==> src/rtl/sr_pkg.sv <==
package sr_pkg;

    localparam int unsigned DATA_W      = 18;
    localparam int unsigned SYNC_STAGES = 2;

    typedef struct packed {
        logic shift;   // edge that moves the word
        logic sample;  // opposite edge, captures chain input
        logic any;     // either edge
    } sclk_ev_t;

    function automatic sclk_ev_t pick_edges(logic rise, logic fall, logic inv);
        sclk_ev_t ev;
        ev.shift  = inv ? fall : rise;
        ev.sample = inv ? rise : fall;
        ev.any    = rise | fall;
        return ev;
    endfunction

endpackage

==> src/rtl/sr_sclk_sync.sv <==
module sr_sclk_sync
    import sr_pkg::*;
#(
    parameter int unsigned STAGES = SYNC_STAGES
) (
    input  logic     clk,
    input  logic     rst,
    input  logic     sclk,
    input  logic     inv,
    output sclk_ev_t ev
);
    // pipe[STAGES-1] is the synchronised level, pipe[STAGES] its previous value
    logic [STAGES:0] pipe;

    always_ff @(posedge clk) begin
        if (rst) pipe <= '0;
        else     pipe <= {pipe[STAGES-1:0], sclk};
    end

    logic rise, fall;
    always_comb begin
        rise = pipe[STAGES-1] & ~pipe[STAGES];
        fall = ~pipe[STAGES-1] & pipe[STAGES];
        ev   = pick_edges(rise, fall, inv);
    end

endmodule

==> src/rtl/sr_shift_chain.sv <==
module sr_shift_chain
    import sr_pkg::*;
#(
    parameter int unsigned W = DATA_W
) (
    input  logic         clk,
    input  logic         rst,
    input  logic         load,
    input  logic [W-1:0] load_word,
    input  logic         active,
    input  sclk_ev_t     ev,
    input  logic         chain_in,
    output logic         sdout
);
    logic [W-1:0] sh;
    logic         pend;

    always_ff @(posedge clk) begin
        if (rst) begin
            sh   <= '0;
            pend <= 1'b0;
        end else begin
            if (load)
                sh <= load_word;
            else if (active && ev.shift)
                sh <= {sh[W-2:0], pend};
            if (active && ev.sample)
                pend <= chain_in;
        end
    end

    assign sdout = sh[W-1];

endmodule

==> src/rtl/sr_err_flag.sv <==
module sr_err_flag (
    input  logic clk,
    input  logic rst,
    input  logic set,
    output logic flag
);
    always_ff @(posedge clk) begin
        if (rst)      flag <= 1'b0;
        else if (set) flag <= 1'b1;
    end
endmodule

==> src/rtl/sr_readout_top.sv <==
module sr_readout_top
    import sr_pkg::*;
(
    input  logic              clk,
    input  logic              rst,
    input  logic              slave_en,
    input  logic              sclk_inv,
    input  logic              sclk,
    input  logic              cs_n,
    input  logic              rd_n,
    input  logic              busy,
    input  logic [DATA_W-1:0] result,
    input  logic              chain_in,
    output logic              sdout,
    output logic              edge_err
);
    sclk_ev_t ev;
    logic     busy_q;
    logic     load;
    logic     active;

    always_ff @(posedge clk) begin
        if (rst) busy_q <= 1'b0;
        else     busy_q <= busy;
    end

    assign load   = busy_q & ~busy;
    assign active = slave_en & ~cs_n & ~rd_n;

    sr_sclk_sync #(.STAGES(SYNC_STAGES)) sync_i (
        .clk  (clk),
        .rst  (rst),
        .sclk (sclk),
        .inv  (sclk_inv),
        .ev   (ev)
    );

    sr_shift_chain #(.W(DATA_W)) shift_i (
        .clk       (clk),
        .rst       (rst),
        .load      (load),
        .load_word (result),
        .active    (active),
        .ev        (ev),
        .chain_in  (chain_in),
        .sdout     (sdout)
    );

    sr_err_flag err_i (
        .clk  (clk),
        .rst  (rst),
        .set  (slave_en & busy & ev.any),
        .flag (edge_err)
    );

endmodule

==> config.mk <==
export PLATFORM = sky130hd
export DESIGN_NAME = sr_readout_top
export DESIGN_NICKNAME = d
export VERILOG_FILES = /design/src/rtl/sr_pkg.sv /design/src/rtl/sr_sclk_sync.sv /design/src/rtl/sr_shift_chain.sv /design/src/rtl/sr_err_flag.sv /design/src/rtl/sr_readout_top.sv
export SDC_FILE = /design/constraint.sdc
export NUM_CORES = 1
export LEC_CHECK = 0
export BUFFER_PORTS_ARGS = -buffer_cell sky130_fd_sc_hd__buf_2
export CORE_ASPECT_RATIO = 0.8
export CORE_MARGIN = 2
export CORE_UTILIZATION = 54
export DETAILED_ROUTE_END_ITERATION = 10
export PLACE_DENSITY = 0.81
export SYNTH_ARGS = -nofsm -noshare
export SYNTH_HDL_FRONTEND = slang
export SYNTH_SLANG_ARGS = --single-unit
==> constraint.sdc <==
create_clock -name clk -period 2.98 [get_ports clk]
set_clock_uncertainty 0.15 [all_clocks]
set_input_delay 0.298 -clock clk [delete_from_list [all_inputs] [get_ports clk]]
set_output_delay 0.298 -clock clk [all_outputs]
set_load 0.01 [all_outputs]
# After elaboration in Yosys (flattened, before gate mapping)
# Index checks and enable logic that the tools add are counted.
# totals
ff_bits,24
in_bits,27
word_cells,25
# classes
n_mux,4
bitwise_logic,13
n_reduce_logical,3
# ops
cell,count
$mux W18,2
$and A1 B1 Y1,7
$not A1 Y1,5
$logic_and A1 B1 Y1,2
$mux W1,2
$reduce_bool A2 Y1,1
$or A1 B1 Y1,1

# Logic depth before layout (Yosys ltp)
# Gate-level depths: netlist of run 1.
# depth
word_depth,6
depth_mapped,6
depth_no_buf,5

# Modules after synthesis
# From an unflattened synthesis of run 1, not the netlist that was laid out.
# unflattened
cells_unflattened,120
area_unflattened_um2,1310.0
# modules_own_cells
module,n_inst,cells_per_inst,area_per_inst_um2
sr_shift_chain,1,100,1083.5
sr_sclk_sync,1,13,145.1
sr_readout_top,1,5,51.3
sr_err_flag,1,2,30.0

# Least setup slack after synthesis of run 1
# OpenSTA, ideal clock, no wires.
# synth_timing
path_kind,reg2reg
from,reg sync_i.pipe[1]
to,reg shift_i.sh[17]
setup_time_ns,0.091
t_arrival_ns,1.331
required_time_ns,2.739
setup_slack_ns,1.408
path_stages_with_launch,7
synth_period_minus_slack_ns,1.572
cell_sequence,dfxtp_1 > inv_1 > ha_1 > mux2i_2 > buf_6 > o21ai_0 > a311oi_1
# synth_between
elab_chain_cells,5
# synth_rtl
item,line_no,rtl
"start, declared",sr_sclk_sync.sv:13,logic [STAGES:0] pipe;
"start signal, assigned",sr_sclk_sync.sv:17,"else pipe <= {pipe[STAGES-1:0], sclk};"
$not A1 Y1,sr_sclk_sync.sv:23,fall = ~pipe[STAGES-1] & pipe[STAGES];
$and A1 B1 Y1,sr_sclk_sync.sv:23,
$mux W1 (*),sr_pkg.sv:14,ev.shift = inv ? fall : rise;
$logic_and A1 B1 Y1 (*),sr_shift_chain.sv:25,else if (active && ev.shift)
$reduce_bool A2 Y1 (no line) (*),--,
"end signal, assigned",sr_shift_chain.sv:24,sh <= load_word;
"end signal, assigned",sr_shift_chain.sv:26,"sh <= {sh[W-2:0], pend};"
"end, declared",sr_shift_chain.sv:15,logic [W-1:0] sh;
# Every way passes the cells marked *; elsewhere a longest branch is shown, timed or not.
# A chain may end at the register's enable or synchronous reset.

# Final worst setup path of run 1
# layout_timing
from,reg sync_i.pipe[1]
to,reg shift_i.sh[9]
# Same word-level chain as after synthesis.

==> results of run 1 <==
[metal layers]
layer / vias up / share of wire (%) / track usage, %
li1: 515 / - / -
met2: 29 / 47 / 34.94
met1: 454 / 46 / 30.06
met5: - / 0 / 0
met3: 2 / 6.2 / 6.081
met4: 0 / 0.47 / 4.500
[synth_stat cells]
| cell type | count |
|---|---|
| sky130_fd_sc_hd__nor3b_1 | 1 |
| sky130_fd_sc_hd__o21ai_1 | 3 |
| sky130_fd_sc_hd__nor2b_1 | 3 |
| sky130_fd_sc_hd__nand3_1 | 19 |
| sky130_fd_sc_hd__mux2_4 | 1 |
| sky130_fd_sc_hd__mux2i_2 | 1 |
| sky130_fd_sc_hd__clkbuf_1 | 5 |
| sky130_fd_sc_hd__ha_1 | 2 |
| sky130_fd_sc_hd__clkbuf_2 | 2 |
| sky130_fd_sc_hd__buf_2 | 3 |
| sky130_fd_sc_hd__a311oi_1 | 18 |
| sky130_fd_sc_hd__nor2_1 | 20 |
| sky130_fd_sc_hd__a21bo_2 | 1 |
| sky130_fd_sc_hd__o21ai_0 | 15 |
| sky130_fd_sc_hd__buf_4 | 1 |
| sky130_fd_sc_hd__or3b_1 | 1 |
| sky130_fd_sc_hd__a21oi_1 | 1 |
| sky130_fd_sc_hd__inv_1 | 3 |
| sky130_fd_sc_hd__buf_6 | 1 |
| sky130_fd_sc_hd__mux2_2 | 1 |
| sky130_fd_sc_hd__a31oi_1 | 1 |
| sky130_fd_sc_hd__dfxtp_1 | 24 |
| sky130_fd_sc_hd__nand2b_1 | 1 |
[per-stage QoR]
step	setup WS (ns)	util (%)
finish	0.9699	65.47
global route	0.7958	65.47
CTS	0.9952	65.47
detailed placement	0.9995	64.29
global placement	1.088	64.29
floorplan	1.408	-
[area by class of cell]
cell class | instances | area (sq um)
clock buffer | 3 | 22.52
fill | 173 | 659.4
inverter | 3 | 11.26
tap | 24 | 30.03
multi-input combinational | 89 | 550.5
sequential | 24 | 480.5
timing repair buffer | 30 | 155.1
[power by group through the flow]
stage	registers (mW)	logic, mW	clock network [mW]
after floorplan	0.349	0.0418	0
after global placement	0.350	0.0655	0
after detailed placement	0.351	0.0673	0
after CTS	0.344	0.0677	0.145
after global routing	0.345	0.0759	0.159
final	0.344	0.0681	0.138
[flip-flops by register name (all words and copies together) (netlist names)]
| register | flops |
|---|---|
| shift_i.sh | 18 |
| sync_i.pipe | 3 |
| busy_q | 1 |
| err_i.flag | 1 |
| shift_i.pend | 1 |
[final timing paths]
kind	depth (start not counted)	end	slack, ns
max	5	shift_i.sh[9]	0.97
min	2	sync_i.pipe[0]	0.05
max reg2reg	5	shift_i.sh[9]	0.97
min reg2reg	1	sync_i.pipe[1]	0.31
[worst max-delay path, cell delays in order, from the launching register on]
cell,delay (ns)
sky130_fd_sc_hd__dfxtp_1,0.36
sky130_fd_sc_hd__inv_1,0.06
sky130_fd_sc_hd__ha_1,0.23
sky130_fd_sc_hd__mux2i_2,0.62
sky130_fd_sc_hd__o21ai_0,0.20
sky130_fd_sc_hd__a311oi_1,0.30
[cell families (layout without fill, tap and decap cells)]
kind of cell | Yosys count | count (layout)
and+or+nand+nor | 45 | 45
AOI/OAI and AO/OA | 39 | 39
DFF | 24 | 24
buffers and inverters | 15 | 36
muxes | 3 | 3
adders and majority gates | 2 | 2
==> reports/qor.log, run 1 <==
qor: run_status.outcome finished clean
qor: floorplanning.placementRows 14
qor: global_routing.grt_overflow_total 0
qor: finish.final_nets 180
qor: cts.clk_latency 0.31 ns
qor: synthesis.synthAdderAreaFrac 2.275%
qor: global_routing.groute.usage.overall 22.01%
qor: cts.post_cts_buffers 0
qor: sta.slew_headroom 48.28%
qor: global_routing.grt_max_degree 37
qor: synthesis.post-synth-top-area-cell sky130_fd_sc_hd__dfxtp_1
qor: cts.cts_inserted_buffers 3
qor: sta.finalHoldViolCount 0
qor: power_and_ir_drop.power.net_switching 0.1360 mW
qor: floorplanning.floorplan.die_area 2416 sq um
qor: synthesis.yosys.area_share.xor_xnor 0%
qor: finish.postLayoutCellArea 1250 sq um
qor: synthesis.main_combinational_cell_family_by_area_after_synthesis compound AO/OA/AOI/OAI gates
qor: global_routing.first_global_vias 891
qor: min_path.hold_path_class in -> reg
qor: routing.via_count 1,000
qor: sta.worst_hold_slack 0.04929 ns
qor: routing.drcViolationCount 0
qor: power_and_ir_drop.p_per_area 439.8 nW/um^2
qor: cts.ctsResizeCount 0
qor: synthesis.synth_top_area_share 43.69%
qor: sta.final_period_minus_worst_setup_slack 2.010 ns
qor: sta.final_layout_setup_total_negative_slack 0 ns
qor: synthesis.synth.net_count 157
qor: synthesis.ys_seq_elements 24
qor: placed_design.place.detailed.hpwl 1583 um
qor: synthesis.ys_seq_area_share 43.69%
qor: cts.clk_root_buffer_cell sky130_fd_sc_hd__clkbuf_4
qor: critical_path.cp_launch_point sync_i.pipe[1]
qor: sta.report.final.slew_viol_count 0
qor: synthesis.synth-warning-count 0
qor: floorplanning.die_h 44.37 um
qor: placed_design.portBuffers 28
qor: power_and_ir_drop.share_comb_of_total_power 12.4%
qor: critical_path.type_of_the_worst_setup_path reg -> reg
qor: power_and_ir_drop.netSwitchingFraction 24.75%
qor: finish.layout.cells.non_filler 173
qor: sta.max_freq 497.5 MHz
qor: global_routing.grt_first_pass_wirelength 3877 um
qor: sta.unrepaired_setup_endpoints_after_global_routing no
qor: routing.finalWirelength 2356 um
qor: routing.ant_nets 0
qor: critical_path.crit-reg2reg-launch sync_i.pipe[1]
qor: finish.final_common_cell sky130_fd_sc_hd__buf_2
qor: routing.drtIter0Drc 20
qor: min_path.hp-start sclk
qor: finish.layout_common_cells 28 x sky130_fd_sc_hd__buf_2, 24 x sky130_fd_sc_hd__dfxtp_1, 20 x sky130_fd_sc_hd__nor2_1
qor: routing.detailedRoute.firstPassIterationCount 4
qor: cts.h-tree-depth 1
qor: sta.final_setup_violation_count 0
qor: critical_path.cp_data_required_time 3.05 ns
qor: floorplanning.fp.dieW 54.46 um
qor: power_and_ir_drop.power.clock.fraction 25.1%
qor: floorplanning.coreArea 1909 sq um
qor: synthesis.synth_top_cells_by_area sky130_fd_sc_hd__dfxtp_1 44%, sky130_fd_sc_hd__a311oi_1 14%, sky130_fd_sc_hd__nand3_1 8.6%, sky130_fd_sc_hd__nor2_1 6.8%, sky130_fd_sc_hd__o21ai_0 6.8%
qor: cts.cts_tree yes
qor: synthesis.synth_cells 128
qor: power_and_ir_drop.total_leakage_power 0.4711 nW
qor: finish.syn_to_final_growth 13.65%
qor: routing.vias_per_cell 5.780
qor: power_and_ir_drop.design_power_total 0.5497 mW
qor: cts.cts.reportedPaths.clkPinSlew 0.12 ns
qor: floorplanning.initial_utilization 57.60%
qor: power_and_ir_drop.vdd.ir_drop.worst 411.3 uV
qor: sta.max_slew.worst_pin.slew 0.7607 ns
qor: cts.cts.sinks 24
qor: placed_design.place_area 1227 sq um
qor: critical_path.critPathMaxFanout 18
qor: synthesis.syn-cell-area 1100 sq um
qor: placed_design.placed_cells 170
qor: cts.post_cts_hold_buffer_count 0
qor: finish.antenna_cells 0
qor: global_routing.antenna_found_initial 0
qor: synthesis.ys_types 23
qor: power_and_ir_drop.cell_internal_pwr 0.4137 mW
qor: synthesis.yosys-mux-area-fraction 3.641%
qor: critical_path.crit_path_start_kind flip-flop
qor: power_and_ir_drop.seq_power_share 62.5%
qor: floorplanning.io-pin-count 29
qor: finish.post_route_cells_drive_above_1_share 25.50%
qor: run.max_cap_violations 0
qor: synthesis.synth.avg_cell_area 8.592 sq um
qor: critical_path.cp-end-kind flip-flop
qor: placed_design.gp_congestion 0.7339
qor: cts.max_root_sink_buffers 2
qor: sta.layout_worst_path_cycle_share 67.45%
qor: critical_path.worst_ep_arrival_time 2.08 ns
qor: synthesis.synthSimpleGateAreaFrac 19.23%
qor: synthesis.synth-compound-area-share 24.46%
qor: routing.routed_wire_length_per_instance 13.62 um
(Power assumes the default switching activity.)
==> run 2: changes to the inputs <==
CORE_UTILIZATION = 50   (was 54)
PLACE_DENSITY = 0.76   (was 0.81)
clock period = 2 ns   (was 2.98 ns; I/O delays follow)
==> reports/qor.log, run 2 (same netlist as run 1, synthesis figures left out) <==
qor: run_status.outcome finished clean
qor: cts.cts_inserted_buffers 3 [unchanged]
qor: placed_design.place_ws 0.3496 ns [-0.6499 ns]
qor: critical_path.slowest_stage sky130_fd_sc_hd__or3b_1
qor: critical_path.critPathCapture shift_i.sh[6]
qor: critical_path.crit_path_start_kind input pin
qor: routing.routed_wire_length_per_instance 13.15 um [-3.4%]
qor: sta.max_freq 563.7 MHz
qor: placed_design.gp_congestion 0.7441 [+1.4%]
qor: min_path.hold_path_class in -> reg
qor: finish.antenna_cells 0 [unchanged]
qor: routing.finalWirelength 2459 um [+4.4%]
qor: critical_path.timing.critical_path.slowest_cell_delay 0.58 ns [-0.04 ns]
qor: critical_path.critical_path_cell_count 5 [unchanged]
qor: sta.layout_worst_path_cycle_share 88.70%
qor: sta.slew_headroom 64.66% [+16 points]
qor: finish.top_regs shift_i.sh: 18 flops, sync_i.pipe: 3 flops
qor: global_routing.groute.usage.overall 18.47% [-3.5 points]
qor: finish.post_route_cells_drive_above_1_share 24.69% [-0.81 points]
qor: critical_path.cp_launch_point slave_en
qor: sta.report.final.slew_viol_count 0 [unchanged]
qor: cts.cts_tree yes
qor: critical_path.crit-reg2reg-launch sync_i.pipe[1]
qor: critical_path.path_cells dlygate4sd3_1, buf_2, or3b_1, o21ai_0, a311oi_1
qor: global_routing.first_global_vias 807 [-9.4%]
qor: cts.h-tree-depth 1 [unchanged]
qor: power_and_ir_drop.share_comb_of_total_power 13.5% [+1.1 points]
qor: global_routing.grt-busiest-layer met2
qor: cts.max_root_sink_buffers 2 [unchanged]
qor: critical_path.cpLargestDelayFamily buffers and inverters
qor: routing.drtIter0Drc 32 [+60%]
qor: global_routing.grt_first_pass_wirelength 3636 um [-6.2%]
qor: critical_path.capture_point_of_the_worst_reg_to_reg_path shift_i.sh[6]
qor: sta.finalHoldViolCount 0 [unchanged]
qor: placed_design.portBuffers 28 [unchanged]
qor: cts.post_cts_buffers 0 [unchanged]
qor: sta.max_slew.worst_pin.slew 0.5300 ns [-0.2307 ns]
qor: floorplanning.placementRows 15 [+1]
qor: power_and_ir_drop.vdd.ir_drop.worst 645.3 uV [+57%]
qor: power_and_ir_drop.cell_internal_pwr 0.6722 mW [+62%]
qor: power_and_ir_drop.total_leakage_power 0.5285 nW [+12%]
qor: floorplanning.coreArea 2121 sq um [+11%]
qor: sta.final_setup_violation_count 0 [unchanged]
qor: finish.syn_to_final_growth 25.71%
qor: critical_path.regToRegSetupSlack 0.33 ns [-0.64 ns]
qor: routing.via_count 1,058 [+5.8%]
qor: critical_path.r2r.worst_path.cells 6 [+1]
qor: power_and_ir_drop.power.net_switching 0.2116 mW [+56%]
qor: finish.final_common_cell sky130_fd_sc_hd__buf_2
qor: global_routing.grtUsageMet2 28.60% [-6.3 points]
qor: critical_path.type_of_the_worst_setup_path in -> reg
qor: floorplanning.fp.dieW 56.44 um [+3.6%]
qor: sta.final_layout_setup_total_negative_slack 0 ns [unchanged]
qor: finish.final_core_utilization 65.19% [-0.27 points]
qor: floorplanning.floorplan.die_area 2593 sq um [+7.3%]
qor: floorplanning.io-pin-count 29 [unchanged]
qor: run.max_cap_violations 0 [unchanged]
qor: sta.worst_hold_slack 0.005154 ns [-0.04414 ns]
qor: global_routing.met1_usage 24.30% [-5.8 points]
qor: power_and_ir_drop.power.clock.fraction 28.7% [+3.6 points]
qor: global_routing.grtUsageMet3 6.250% [+0.17 points]
qor: cts.clk_latency 0.31 ns [about the same]
qor: finish.num-fill-cells 184 [+6.4%]
qor: finish.final_nets 192 [+6.7%]
qor: sta.layout_setup_ws 0.2259 ns [-0.7440 ns]
qor: floorplanning.initial_utilization 51.86% [-5.7 points]
qor: sta.unrepaired_setup_endpoints_after_global_routing no
qor: cts.cts.sinks 24 [unchanged]
qor: cts.cts.reportedPaths.clkPinSlew 0.13 ns [about the same]
qor: global_routing.antenna_found_initial 0 [unchanged]
qor: critical_path.path_buf_inv 2 [+1]
qor: routing.vias_per_cell 5.658 [-2.1%]
qor: finish.largest_register_ffs 18 [unchanged]
qor: critical_path.worst_ep_arrival_time 1.81 ns [-0.27 ns]
qor: power_and_ir_drop.p_per_area 639.3 nW/um^2 [+45%]
qor: power_and_ir_drop.netSwitchingFraction 23.95% [-0.80 points]
qor: sta.final_period_minus_worst_setup_slack 1.774 ns
qor: routing.drcViolationCount 0 [unchanged]
qor: finish.top_register shift_i.sh
qor: finish.layout_common_cells 28 x sky130_fd_sc_hd__buf_2, 24 x sky130_fd_sc_hd__dfxtp_1, 20 x sky130_fd_sc_hd__nor2_1
qor: routing.ant_nets 0 [unchanged]
qor: critical_path.cp_data_required_time 2.04 ns [-1.01 ns]
qor: power_and_ir_drop.seq_power_share 57.9% [-4.6 points]
qor: routing.detailedRoute.firstPassIterationCount 4 [unchanged]
qor: floorplanning.die_h 45.95 um [+3.6%]
qor: critical_path.cp-end-kind flip-flop
qor: critical_path.critPathMaxFanout 18 [unchanged]
qor: placed_design.place.detailed.hpwl 1506 um [-4.9%]
qor: global_routing.grt_max_degree 37 [unchanged]
qor: global_routing.grt_overflow_total 0 [unchanged]
qor: cts.clk_root_buffer_cell sky130_fd_sc_hd__clkbuf_4
==> run 2: cell count changes in the layout (fill, tap and decap cells not counted) <==
cell	previous run	this run
sky130_fd_sc_hd__clkbuf_8	0	1
sky130_fd_sc_hd__buf_4	2	3
sky130_fd_sc_hd__dlygate4sd3_1	0	11
==> run 2: layout make-up <==
cell class / instances / area, sq um / share of cell area [%]
well taps: 25 / 31.28 / 2.262
flip-flops and latches: 24 / 480.5 / 34.75
clock buffers: 4 / 36.28 / 2.624
inverters: 3 / 11.26 / 0.8145
multi-input cells: 89 / 550.5 / 39.82
repair buffers: 42 / 272.8 / 19.73
==> run 2: worst min-delay path by stage <==
stage / end / slack [ns] / cells after the start / from
2_1_floorplan: busy_q / 0.12 / 1 / rst
3_3_place_gp: sync_i.pipe[0] / 0.26 / 2 / sclk
3_5_place_dp: sync_i.pipe[0] / 0.27 / 2 / sclk
4_1_cts: shift_i.sh[13] / 0.0002 / 3 / result[13]
5_1_grt: shift_i.sh[15] / 0.002 / 3 / result[15]
6_report: shift_i.sh[7] / 0.005 / 3 / result[7]
==> run 2: timing repair <==
action	in CTS	in global routing
hold buffers	5	6
endpoints found under the hold margin	5	6
resized for setup	0	0
==> run 2: metal layers <==
layer  routed length [um]  share of wire, %
met4                   63               2.6
met2                 1124                46
met5                    0                 0
met1                 1119                46
met3                  151               6.1
==> run 2: through the flow <==
| stage | power, mW | cells | area (sq um) |
|---|---|---|---|
| 5_1_grt | 0.9311 | 187 | 1383 |
| 2_1_floorplan | 0.5822 | 128 | 1100 |
| 6_report | 0.8838 | 187 | 1383 |
| 3_3_place_gp | 0.6205 | 172 | 1236 |
| 3_5_place_dp | 0.6234 | 172 | 1236 |
| 4_1_cts | 0.8833 | 181 | 1323 |
==> run 2: tightest hold or removal path: stages <==
cell and delay, ns:
sky130_fd_sc_hd__buf_2 0.10, sky130_fd_sc_hd__nor2_1 0.09, sky130_fd_sc_hd__a311oi_1 0.05
==> run 2: power groups by stage <==
| stage | Clock (mW) | Sequential [mW] | Combinational (mW) |
|---|---|---|---|
| 3_5_place_dp | 0 | 0.522 | 0.102 |
| 2_1_floorplan | 0 | 0.520 | 0.0623 |
| 5_1_grt | 0.286 | 0.514 | 0.131 |
| 3_3_place_gp | 0 | 0.521 | 0.0991 |
| 4_1_cts | 0.263 | 0.511 | 0.110 |
| 6_report | 0.253 | 0.511 | 0.119 |
==> run 3: changes to the inputs <==
CAP_MARGIN = 30   (was not set)
CORE_UTILIZATION = 53   (was 50)
MAX_ROUTING_LAYER = met4   (was not set)
PLACE_DENSITY = 0.78   (was 0.76)
SYNTH_HIERARCHICAL = 1   (was not set)
==> reports/qor.log, run 3 <==
qor: critical_path.crit_path_start_kind flip-flop
qor: critical_path.slowest_stage sky130_fd_sc_hd__dfxtp_1
qor: run_status.outcome finished clean
qor: floorplanning.initial_utilization 54.53% [+2.7 points]
qor: cts.clk_latency 0.33 ns [+0.02 ns]
qor: cts.cts_tree yes
qor: finish.largest_register_ffs 18 [unchanged]
qor: placed_design.portBuffers 28 [unchanged]
qor: power_and_ir_drop.power.net_switching 0.2359 mW [+11%]
qor: synthesis.synth_top_area_share 36.68% [-7.0 points]
qor: routing.routed_wire_length_per_instance 14.28 um [+8.6%]
qor: critical_path.worst_ep_arrival_time 1.95 ns [+0.14 ns]
qor: finish.final_common_cell sky130_fd_sc_hd__buf_2
qor: finish.top_regs shift_i/sh: 18 flops, sync_i/pipe: 3 flops
qor: power_and_ir_drop.vdd.ir_drop.worst 472.9 uV [-27%]
qor: power_and_ir_drop.seq_power_share 55.3% [-2.6 points]
qor: cts.max_root_sink_buffers 2 [unchanged]
qor: critical_path.path_cells inv_1, ha_1, mux2_4, and2_2, a2111oi_2
qor: floorplanning.coreArea 2402 sq um [+13%]
qor: global_routing.grt_overflow_total 0 [unchanged]
qor: routing.ant_nets 0 [unchanged]
qor: critical_path.path_buf_inv 1 [-1]
qor: run.max_cap_violations 0 [unchanged]
qor: power_and_ir_drop.p_per_area 615.5 nW/um^2 [-3.7%]
qor: cts.cts.reportedPaths.clkPinSlew 0.14 ns [about the same]
qor: finish.post_route_cells_drive_above_1_share 41.78% [+17 points]
qor: synthesis.ys_types 23 [unchanged]
qor: cts.cts_inserted_buffers 3 [unchanged]
qor: power_and_ir_drop.share_comb_of_total_power 16.6% [+3.1 points]
qor: finish.antenna_cells 0 [unchanged]
qor: floorplanning.floorplan.die_area 2888 sq um [+11%]
qor: routing.finalWirelength 2471 um [+0.49%]
qor: global_routing.grt_max_degree 47 [+27%]
qor: finish.layout_common_cells 28 x sky130_fd_sc_hd__buf_2, 24 x sky130_fd_sc_hd__dfxtp_1, 22 x sky130_fd_sc_hd__nor2b_1
qor: floorplanning.die_h 48.47 um [+5.5%]
qor: finish.final_nets 176 [-8.3%]
qor: sta.finalHoldViolCount 0 [unchanged]
qor: power_and_ir_drop.cell_internal_pwr 0.6928 mW [+3.1%]
qor: routing.vias_per_cell 5.734 [+1.3%]
qor: power_and_ir_drop.power.clock.fraction 28.1% [-0.6 points]
qor: synthesis.ys_seq_elements 24 [unchanged]
qor: synthesis.post-synth-top-area-cell sky130_fd_sc_hd__dfxtp_1
qor: sta.report.final.slew_viol_count 0 [unchanged]
qor: power_and_ir_drop.design_power_total 0.9287 mW [+5.1%]
qor: power_and_ir_drop.netSwitchingFraction 25.40% [+1.5 points]
qor: synthesis.dominantRegCellSynth sky130_fd_sc_hd__dfxtp_1
qor: floorplanning.fp.dieW 59.59 um [+5.6%]
qor: critical_path.cp-end-kind flip-flop
qor: synthesis.synth_top_cells_by_count 24 x sky130_fd_sc_hd__dfxtp_1, 23 x sky130_fd_sc_hd__nor2b_1, 18 x sky130_fd_sc_hd__a2111oi_2
qor: critical_path.regToRegSetupSlack 0.13 ns [-0.20 ns]
qor: sta.layout_worst_path_cycle_share 93.33% [+4.6 points]
qor: sta.final_layout_setup_total_negative_slack 0 ns [unchanged]
qor: cts.cts.sinks 24 [unchanged]
qor: critical_path.critPathMaxFanout 14 [-4]
qor: critical_path.cp_data_required_time 2.08 ns [+0.04 ns]
qor: critical_path.cpLargestDelayFamily flip-flops
qor: critical_path.timing.critical_path.slowest_cell_delay 0.38 ns [-0.20 ns]
qor: placed_design.gp_congestion 0.7600 [+2.1%]
qor: sta.slew_headroom 58.49% [-6.2 points]
qor: sta.max_slew.worst_pin.slew 0.6226 ns [+0.09259 ns]
qor: routing.via_count 992 [-6.2%]
qor: routing.drtIter0Drc 23 [-28%]
qor: floorplanning.placementRows 16 [+1]
qor: placed_design.place.detailed.hpwl 1717 um [+14%]
qor: synthesis.synth.avg_cell_area 10.92 sq um [+27%]
qor: synthesis.synth_top_cells_by_area sky130_fd_sc_hd__dfxtp_1 37%, sky130_fd_sc_hd__a2111oi_2 21%, sky130_fd_sc_hd__nor2b_1 11%, sky130_fd_sc_hd__nor4bb_1 6.1%, sky130_fd_sc_hd__a211oi_1 5.7%
qor: power_and_ir_drop.total_leakage_power 0.5535 nW [+4.7%]
qor: global_routing.groute.usage.overall 18.60% [+0.12 points]
qor: synthesis.postSynth.asyncResetShare 0% [unchanged]
qor: critical_path.type_of_the_worst_setup_path reg -> reg
qor: finish.syn_to_final_growth 15.19%
qor: finish.top_register shift_i/sh
qor: global_routing.first_global_vias 919 [+14%]
qor: routing.drcViolationCount 0 [unchanged]
qor: synthesis.synth.net_count 149 [-5.1%]
qor: routing.detailedRoute.firstPassIterationCount 4 [unchanged]
qor: sta.max_freq 535.7 MHz [-5.0%]
qor: global_routing.antenna_found_initial 0 [unchanged]
qor: global_routing.grt_first_pass_wirelength 4029 um [+11%]
qor: synthesis.syn-cell-area 1310 sq um [+19%]
qor: sta.final_period_minus_worst_setup_slack 1.867 ns [+0.09259 ns]
qor: synthesis.synth-warning-count 6 [+6]
qor: min_path.hold_path_class in -> reg
qor: synthesis.ys_seq_area_share 36.68% [-7.0 points]
qor: floorplanning.io-pin-count 29 [unchanged]
qor: sta.unrepaired_setup_endpoints_after_global_routing no
qor: sta.final_setup_violation_count 0 [unchanged]
qor: cts.h-tree-depth 1 [unchanged]
qor: cts.clk_root_buffer_cell sky130_fd_sc_hd__clkbuf_4
qor: synthesis.synth_cells 120 [-6.3%]
qor: synthesis.synth_edf_count 0 [unchanged]
qor: synthesis.yosysMostFrequentCell sky130_fd_sc_hd__dfxtp_1
-- run 3: cell count changes in the layout (fill, tap and decap cells not counted), moves of 10 or more --
cell,previous run,this run
sky130_fd_sc_hd__nor2_1,20,9
sky130_fd_sc_hd__a2111oi_2,0,18
sky130_fd_sc_hd__a311oi_1,18,0
sky130_fd_sc_hd__nor2b_1,3,22
sky130_fd_sc_hd__a211oi_1,0,10
sky130_fd_sc_hd__nand3_1,19,1
sky130_fd_sc_hd__o21ai_0,15,0
-- run 3: final timing paths --
kind	startpoint	to	depth (start not counted)
worst max-delay path	sync_i/pipe[1]	shift_i/sh[5]	5
worst min-delay path	result[17]	shift_i/sh[17]	3
worst max register to register	sync_i/pipe[1]	shift_i/sh[5]	5
worst min register to register	sync_i/pipe[0]	sync_i/pipe[1]	1
-- run 3: cells by family after synthesis --
family | Yosys count | share of synthesized area (%)
AO/OA/AOI/OAI | 31 | 28.27
adder cells (fa/ha/maj) | 2 | 1.910
buffers and inverters | 15 | 7.927
flip-flops | 24 | 36.68
multiplexers | 2 | 2.292
AND/OR/NAND/NOR | 46 | 22.92
-- run 3: per-layer routing --
layer / part of all wire [%] / vias to the layer above / routed length (um) / track usage [%]
met5: 0 / - / 0 / -
met4: 0.69 / 0 / 17 / 3.333
met3: 4.7 / 3 / 115 / 4.813
met2: 48 / 22 / 1174 / 28.39
met1: 47 / 465 / 1165 / 25.21
li1: - / 502 / - / -
-- run 3: power by group through the flow --
stage / Clock, mW / Combinational (mW) / Sequential [mW]
after floorplan: 0 / 0.109 / 0.522
after global placement: 0 / 0.145 / 0.523
after detailed placement: 0 / 0.150 / 0.524
after CTS: 0.270 / 0.155 / 0.514
after global routing: 0.291 / 0.168 / 0.516
final: 0.261 / 0.154 / 0.514
-- run 3: timing repair --
action	4_1_cts	5_1_grt
buffers inserted	0	0
hold endpoints to repair	3	0
setup endpoints to repair	0	10
hold buffers	3	0
resized for setup	0	1
-- run 3: layout make-up --
class	instances	area [sq um]
Clock buffer	4	36.28
Fill cell	220	893.4
Inverter	3	11.26
Multi-Input combinational cell	81	729.5
Sequential cell	24	480.5
Tap cell	27	33.78
Timing Repair Buffer	34	217.7
-- run 3: worst register-to-register path, cell delays in order (launching register included) --
cell and delay [ns]:
sky130_fd_sc_hd__dfxtp_1 0.38, sky130_fd_sc_hd__inv_1 0.06, sky130_fd_sc_hd__ha_1 0.20, sky130_fd_sc_hd__mux2_4 0.32
sky130_fd_sc_hd__and2_2 0.33, sky130_fd_sc_hd__a2111oi_2 0.35
-- run 3: metrics by stage --
| stage | area [sq um] | worst slack [ns] | instances | hold WS (ns) | utilization [%] |
|---|---|---|---|---|---|
| 6_report | 1509 | 0.1333 | 173 | 0.03440 | 62.81 |
| 5_1_grt | 1509 | 0.04024 | 173 | 0.03579 | 62.81 |
| 4_1_cts | 1508 | 0.02762 | 173 | 0.02848 | 62.76 |
| 3_5_place_dp | 1441 | 0.03581 | 166 | 0.2716 | 60.00 |
| 3_3_place_gp | 1441 | 0.1276 | 166 | 0.2661 | 60.00 |
| 2_1_floorplan | 1310 | 0.2612 | 120 | 0.1216 | - |
